File: src/rtl/nep_pkg.sv
package nep_pkg;

  localparam logic [7:0] OP_GET_FEATURE = 8'h0F;
  localparam logic [7:0] FA_STATUS      = 8'hC0;
  localparam logic [7:0] FA_EXTRA       = 8'hF0;

  typedef enum logic [1:0] {
    V_CLEAN   = 2'b00,
    V_REFRESH = 2'b01,
    V_FAIL    = 2'b10
  } verdict_e;

  typedef enum logic [2:0] {
    S_IDLE, S_LAUNCH, S_WAIT, S_EVAL, S_GAP, S_FIN
  } poll_state_e;

  function automatic logic is_dual(input logic [2:0] sch);
    return (sch == 3'd2) || (sch == 3'd3);
  endfunction

  // Reduce the captured bytes to a verdict under a given layout.
  function automatic verdict_e classify(input logic [2:0] sch,
                                        input logic [7:0] st,
                                        input logic [7:0] ex);
    logic [3:0] code;
    verdict_e   v;
    case (sch)
      3'd1: begin
        code = {2'b00, st[5:4]};
        v = (code == 4'd0) ? V_CLEAN : (code == 4'd1) ? V_REFRESH : V_FAIL;
      end
      3'd2, 3'd3: begin
        code = {st[5:4], ex[5:4]};
        if (code < 4'd7)                        v = V_CLEAN;
        else if (code == 4'd7)                  v = V_REFRESH;
        else if (sch == 3'd3 && code >= 4'd12)  v = V_REFRESH;
        else                                    v = V_FAIL;
      end
      3'd4: begin
        code = st[5:2];
        if (code < 4'd7)                        v = V_CLEAN;
        else if (code == 4'd7 || code == 4'd12) v = V_REFRESH;
        else                                    v = V_FAIL;
      end
      3'd5: begin
        code = {1'b0, st[6:4]};
        v = (code < 4'd4) ? V_CLEAN : (code == 4'd4) ? V_REFRESH : V_FAIL;
      end
      default: begin
        code = {2'b00, st[5:4]};
        v = (code == 4'd3) ? V_REFRESH : (code == 4'd2) ? V_FAIL : V_CLEAN;
      end
    endcase
    return v;
  endfunction

endpackage

File: src/rtl/nep_gap_timer.sv
module nep_gap_timer #(
  parameter int GAP_CYCLES = 4
) (
  input  logic clk,
  input  logic rst_n,
  input  logic load_i,
  output logic expired_o
);
  localparam int CW = (GAP_CYCLES < 2) ? 1 : $clog2(GAP_CYCLES);
  localparam logic [CW-1:0] LOAD_VAL = CW'(GAP_CYCLES - 1);

  logic [CW-1:0] cnt_q;
  logic          run_q;

  assign expired_o = run_q && (cnt_q == '0);

  always_ff @(posedge clk or negedge rst_n) begin
    if (!rst_n) begin
      cnt_q <= '0;
      run_q <= 1'b0;
    end else if (load_i) begin
      cnt_q <= LOAD_VAL;
      run_q <= 1'b1;
    end else if (expired_o) begin
      run_q <= 1'b0;
    end else if (run_q) begin
      cnt_q <= cnt_q - 1'b1;
    end
  end
endmodule

File: src/rtl/nep_ecc_decode.sv
module nep_ecc_decode
  import nep_pkg::*;
(
  input  logic [2:0] scheme_i,
  input  logic [7:0] status_i,
  input  logic [7:0] extra_i,
  input  logic       fault_i,
  output verdict_e   verdict_o
);
  verdict_e layout_v;

  assign layout_v  = classify(scheme_i, status_i, extra_i);
  assign verdict_o = fault_i ? V_FAIL : layout_v;
endmodule

File: src/rtl/nep_poll_fsm.sv
module nep_poll_fsm
  import nep_pkg::*;
#(
  parameter int LIMIT_W = 20
) (
  input  logic               clk,
  input  logic               rst_n,
  input  logic               start_i,
  input  logic [2:0]         scheme_i,
  input  logic [LIMIT_W-1:0] limit_i,
  input  logic               cmd_done_i,
  input  logic [7:0]         cmd_data_i,
  input  logic               cmd_err_i,
  input  logic               gap_expired_i,
  input  verdict_e           verdict_i,
  output logic               cmd_req_o,
  output logic [7:0]         cmd_addr_o,
  output logic               gap_load_o,
  output logic [2:0]         scheme_q_o,
  output logic [7:0]         status_q_o,
  output logic [7:0]         extra_q_o,
  output logic               fault_o,
  output logic               run_start_o,
  output logic               st_launch_o,
  output logic [LIMIT_W-1:0] lim_eff_o,
  output logic               done_o,
  output verdict_e           verdict_o,
  output logic               timeout_o
);
  poll_state_e        state_q;
  logic [2:0]         scheme_q;
  logic [LIMIT_W-1:0] lim_q;
  logic [LIMIT_W-1:0] poll_cnt_q;
  logic               sel_ex_q;
  logic               req_q;
  logic [7:0]         st_q;
  logic [7:0]         ex_q;
  logic               fault_q;
  logic               to_q;
  logic               done_q;
  verdict_e           verdict_q;
  logic               timeout_q;
  logic               limit_hit;

  assign lim_eff_o   = (lim_q == '0) ? LIMIT_W'(1) : lim_q;
  assign limit_hit   = (poll_cnt_q >= lim_eff_o);
  assign run_start_o = (state_q == S_IDLE) && start_i;
  assign st_launch_o = (state_q == S_LAUNCH) && !sel_ex_q;
  assign gap_load_o  = (state_q == S_EVAL) && st_q[0] && !limit_hit;

  assign cmd_req_o  = req_q;
  assign cmd_addr_o = sel_ex_q ? FA_EXTRA : FA_STATUS;
  assign scheme_q_o = scheme_q;
  assign status_q_o = st_q;
  assign extra_q_o  = ex_q;
  assign fault_o    = fault_q;
  assign done_o     = done_q;
  assign verdict_o  = verdict_q;
  assign timeout_o  = timeout_q;

  always_ff @(posedge clk or negedge rst_n) begin
    if (!rst_n) begin
      state_q    <= S_IDLE;
      scheme_q   <= '0;
      lim_q      <= '0;
      poll_cnt_q <= '0;
      sel_ex_q   <= 1'b0;
      req_q      <= 1'b0;
      st_q       <= '0;
      ex_q       <= '0;
      fault_q    <= 1'b0;
      to_q       <= 1'b0;
      done_q     <= 1'b0;
      verdict_q  <= V_CLEAN;
      timeout_q  <= 1'b0;
    end else begin
      done_q <= 1'b0;
      case (state_q)
        S_IDLE: begin
          if (start_i) begin
            scheme_q   <= scheme_i;
            lim_q      <= limit_i;
            poll_cnt_q <= '0;
            sel_ex_q   <= 1'b0;
            fault_q    <= 1'b0;
            to_q       <= 1'b0;
            state_q    <= S_LAUNCH;
          end
        end
        S_LAUNCH: begin
          req_q <= 1'b1;
          if (!sel_ex_q) poll_cnt_q <= poll_cnt_q + 1'b1;
          state_q <= S_WAIT;
        end
        S_WAIT: begin
          if (cmd_done_i) begin
            req_q <= 1'b0;
            if (cmd_err_i) begin
              fault_q <= 1'b1;
              state_q <= S_FIN;
            end else if (sel_ex_q) begin
              ex_q     <= cmd_data_i;
              sel_ex_q <= 1'b0;
              state_q  <= S_EVAL;
            end else begin
              st_q <= cmd_data_i;
              if (is_dual(scheme_q)) begin
                sel_ex_q <= 1'b1;
                state_q  <= S_LAUNCH;
              end else begin
                state_q  <= S_EVAL;
              end
            end
          end
        end
        S_EVAL: begin
          if (!st_q[0]) begin
            state_q <= S_FIN;
          end else if (limit_hit) begin
            to_q    <= 1'b1;
            state_q <= S_FIN;
          end else begin
            state_q <= S_GAP;
          end
        end
        S_GAP: begin
          if (gap_expired_i) state_q <= S_LAUNCH;
        end
        S_FIN: begin
          done_q    <= 1'b1;
          verdict_q <= verdict_i;
          timeout_q <= to_q;
          state_q   <= S_IDLE;
        end
        default: state_q <= S_IDLE;
      endcase
    end
  end
endmodule

File: src/rtl/nand_ecc_poll.sv
module nand_ecc_poll
  import nep_pkg::*;
#(
  parameter int GAP_CYCLES = 4,
  parameter int LIMIT_W    = 20
) (
  input  logic               clk,
  input  logic               rst_n,
  input  logic               start_i,
  input  logic [2:0]         scheme_i,
  input  logic [LIMIT_W-1:0] poll_limit_i,
  output logic               cmd_req_o,
  output logic [7:0]         cmd_op_o,
  output logic [7:0]         cmd_addr_o,
  input  logic               cmd_done_i,
  input  logic [7:0]         cmd_data_i,
  input  logic               cmd_err_i,
  output logic               done_o,
  output logic [1:0]         verdict_o,
  output logic               timeout_o
);
  logic               gap_load_w;
  logic               gap_exp_w;
  logic [2:0]         scheme_q_w;
  logic [7:0]         st_q_w;
  logic [7:0]         ex_q_w;
  logic               fault_w;
  logic               run_start_w;
  logic               st_launch_w;
  logic [LIMIT_W-1:0] lim_eff_w;
  verdict_e           verdict_nx_w;
  verdict_e           verdict_w;

  assign cmd_op_o  = OP_GET_FEATURE;
  assign verdict_o = verdict_w;

  nep_poll_fsm #(.LIMIT_W(LIMIT_W)) u_fsm (
    .clk           (clk),
    .rst_n         (rst_n),
    .start_i       (start_i),
    .scheme_i      (scheme_i),
    .limit_i       (poll_limit_i),
    .cmd_done_i    (cmd_done_i),
    .cmd_data_i    (cmd_data_i),
    .cmd_err_i     (cmd_err_i),
    .gap_expired_i (gap_exp_w),
    .verdict_i     (verdict_nx_w),
    .cmd_req_o     (cmd_req_o),
    .cmd_addr_o    (cmd_addr_o),
    .gap_load_o    (gap_load_w),
    .scheme_q_o    (scheme_q_w),
    .status_q_o    (st_q_w),
    .extra_q_o     (ex_q_w),
    .fault_o       (fault_w),
    .run_start_o   (run_start_w),
    .st_launch_o   (st_launch_w),
    .lim_eff_o     (lim_eff_w),
    .done_o        (done_o),
    .verdict_o     (verdict_w),
    .timeout_o     (timeout_o)
  );

  nep_gap_timer #(.GAP_CYCLES(GAP_CYCLES)) u_gap (
    .clk       (clk),
    .rst_n     (rst_n),
    .load_i    (gap_load_w),
    .expired_o (gap_exp_w)
  );

  nep_ecc_decode u_dec (
    .scheme_i  (scheme_q_w),
    .status_i  (st_q_w),
    .extra_i   (ex_q_w),
    .fault_i   (fault_w),
    .verdict_o (verdict_nx_w)
  );
endmodule

File: config.mk
export PLATFORM = sky130hd
export DESIGN_NAME = nand_ecc_poll
export DESIGN_NICKNAME = d
export VERILOG_FILES = /design/src/rtl/nep_pkg.sv /design/src/rtl/nep_gap_timer.sv /design/src/rtl/nep_ecc_decode.sv /design/src/rtl/nep_poll_fsm.sv /design/src/rtl/nand_ecc_poll.sv
export SDC_FILE = /design/constraint.sdc
export NUM_CORES = 1
export LEC_CHECK = 0
export BUFFER_PORTS_ARGS = -buffer_cell sky130_fd_sc_hd__buf_4
export CORE_UTILIZATION = 35
export DETAILED_ROUTE_END_ITERATION = 8
export PLACE_DENSITY = 0.56
export SYNTH_ARGS = -nofsm -noshare
export SYNTH_HDL_FRONTEND = slang
export SYNTH_SLANG_ARGS = --single-unit
File: constraint.sdc
create_clock -name clk -period 5.68 [get_ports clk]
set_input_delay 0.852 -clock clk [delete_from_list [all_inputs] [get_ports clk]]
set_output_delay 0.852 -clock clk [all_outputs]
set_load 0.005 [all_outputs]
==> summary.md <==
| Metric | Value |
|---|---|
| Crit path arrival time | 3.07 ns |
| Non-Filler Instances | 574 |
| H-Tree Depth | 3 |
| Area growth, synth to finish | 14.3% |
| Dpl hpwl | 5350 um |
| Seq cells post-synth | 65 |
| First-pass GRT wire length | 12900 um |
| Hold_buf cts | 0 |
| Post-Route WL | 7540 um |
| Row Count | 37 |
| Crit-path cells | nor4_1, nand4_1, o41ai_1, ha_1, nor2b_1, o21ai_0, a41oi_1, nor3_1, or4_1 |
| Worst-path fanout max | 3 |
| Worst Tran Pin Value | 1.07 ns |
| Top_reg_cell synth | dfrtp_1 |
| Via density | 4.90 |
| Detail Route Antenna Nets | 0 |
| Clock tree buffer depth | 2 |
| Syn Std Cell Area | 0.00372 mm2 |
| Max Clk Rate | 0.349 GHz |
| FF-to-FF setup slack | 2.82 ns |
| Pins over their slew limit | 0 |
| Placed insts | 558 |
| Ant diodes | 0 |
| TritonRoute pass-1 iters | 5 |
| R2R cell count | 9 |
| Cell with the most instances after synthesis | dfrtp_1 |
| Starting Density | 36.1% |
| Die W | 105 um |
| Final TNS setup | 0 ns |
| Clock sink total | 65 |
| Die Footprint | 0.0111 mm2 |
| M1 GR Usage | 18.6% |
| DRC violations left | 0 |
| Nets | 491 |
| Distinct cells, synth | 53 |
| PwrDens | 219 mW/mm2 |
| Post-synth ARST share | 100% |
| Worst hold stages | 1 |
| Vias | 2810 |
| Critical Path RT | 5.88 ns |
| Routability cong. | 0.789 |
| Tot GR Track Use | 15.0% |
| CTS resizes | 0 |
| Crit. End Element | register |
| Critical path's slowest cell | or4_1 |
| Grt ovf | 0 |
| Yosys top cell area share | 43.7% |
| Worst R2R Start | u_fsm.lim_q[11] |
| Core ar. | 0.0103 mm2 |
| Syn Area/Cell | 9.24 um2 |
| Count of final setup violators | 0 |
| Max incr delay on CP | 0.50 ns |
| Reg2reg end | u_fsm.to_q |
| Setup CP Type | register to register |
| Clk_lat worst skew | 0.34 ns |
| WHS Endpoint | u_fsm.verdict_o[0] |
| IO Port Bufs | 40 |
| Area contributors post-synth | dfrtp_1 44%, ha_1 7.4%, o21ai_0 5.5%, nand2_1 4.3%, xnor2_1 4.2% |
| Synth cell count leaders | 65 x dfrtp_1, 43 x nand2_1, 41 x o21ai_0 |
| Worst Hold Class | register to register |
| GRT met2 Usage | 24.6% |
| Post-DP Area | 0.00404 mm2 |
| Fin. Hold Viols | 0 |
| Setup bufs post-CTS | 0 |
| Met3 Use GR | 5.30% |
| RSZ-0062 raised after global routing | no |
| Initial antenna violation count | 0 |
| Leak | 2.01 nW |
| Clock skew | 0.0132 ns |
| Synth area leader | dfrtp_1 |
| Register area share after synthesis | 43.7% |
| Slew HR | 28.3% |
| # IOs | 57 |
| CTS tree | yes |
| Reg clk slew, reported paths | 0.08 ns |
| Layout cell share with drive strength beyond 1 | 17.6% |
| Synth warn | 0 |
| DR WL/cell | 13.1 um |
| Startpoint Class | register |
| Tcrit/Tclk final | 50.4% |
| Min Hold Slack | 0.487 ns |
| Status | completed |
| Clock buffer count from CTS | 9 |
| Chip Height | 105 um |
| GRT busiest layer | met2 |
| Number of global-route vias before repair | 2709 |
| Maxcap violations | 0 |
| CTS Root Cell | clkbuf_8 |
| DRT iter0 DRCs | 105 |
| Largest net degree at the start of global routing | 66 |
| Hold_sp | u_fsm.verdict_o[0] |
| Cells after Synth | 403 |
| Fin crit period | 2.86 ns |
| Cell area after layout | 0.00426 mm2 |
| EDFF count, synth | 0 |
| VDD IR max | 103 uV |
per-layer routing:
layer  up-vias  part of all wire [%]
met1      1335                    47
met4         0                   1.3
met5         -                     0
li1       1420                     -
met3         7                   3.4
met2        48                    48
registers in the layout, indices dropped and copies added (netlist names), 2 cells and up:
| register | cells |
|---|---|
| u_fsm.extra_q_o | 2 |
| u_fsm.lim_q | 20 |
| u_fsm.poll_cnt_q | 20 |
| u_fsm.scheme_q_o | 3 |
| u_fsm.state_q | 3 |
| u_fsm.status_q_o | 6 |
| u_fsm.verdict_o | 2 |
| u_gap.cnt_q | 2 |
layout make-up:
type	count	area, um2
flip-flops and latches	65	1630
inverters	31	116
clock inverters	5	78.8
multi-input cells	286	1820
repair buffers	40	300
clock buffers	11	141
fillers	1013	6070
well taps	136	170
report_power, final:
group / leakage, nW / internal (mW) / switching [mW]
Sequential: 0.788 / 0.463 / 0
Combinational: 1.11 / 0.0148 / 0.0153
Clock: 0.113 / 0.259 / 0.179
cells by family after synthesis:
family / Yosys count / synth area share (%)
and+or+nand+nor: 140 / 19.7
AOI/OAI and AO/OA: 80 / 12.6
DFF: 65 / 43.7
buffers and inverters: 64 / 8.63
adders and majority gates: 22 / 7.39
xor gates and xnor gates: 18 / 4.23
muxes: 12 / 3.63
other: 2 / 0.202
cell usage in the layout (no fill, tap or decap), drive strengths merged, types with 2 or more instances in the layout:
cell,count
nand2,43
a21oi,19
buf,40
nor4,10
or4,2
o22ai,2
o21ai,41
bufinv,2
or3,3
nand4,9
inv,31
clkinv,3
o2111ai,2
nor3,11
clkbuf,11
nor2b,8
nand2b,5
mux2,12
ha,22
nor3b,2
or3b,2
a21o,2
nor2,30
xnor2,18
nand3,9
conb,14
dfrtp,65
and2,2
how the worst max path moves through the flow:
stage	from	end	slack, ns	cells past startpoint
finish	u_fsm.lim_q[11]	u_fsm.to_q	2.82	9
global route	u_fsm.lim_q[10]	u_fsm.to_q	2.64	9
CTS	u_fsm.lim_q[11]	u_fsm.to_q	2.84	9
detailed placement	start_i	u_fsm.to_q	2.85	5
global placement	u_fsm.lim_q[11]	u_fsm.to_q	2.86	9
floorplan	u_fsm.lim_q[11]	u_fsm.to_q	3.35	9
per-stage QoR:
| step | power [mW] | utilization, % | worst slack, ns |
|---|---|---|---|
| 2_1_floorplan | 0.482 | - | 3.35 |
| 3_3_place_gp | 0.502 | 39.1 | 2.86 |
| 3_5_place_dp | 0.503 | 39.1 | 2.85 |
| 4_1_cts | 0.950 | 41.2 | 2.84 |
| 5_1_grt | 0.971 | 41.2 | 2.64 |
| 6_report | 0.930 | 41.2 | 2.82 |
critical path, delay by kind of cell (launching register included):
family          cells  cell delay, ns
simple gates        5            1.27
compound gates      3            0.78
flops               1            0.38
fa+ha+maj           1            0.29
Power figures use the tool's default switching activity.
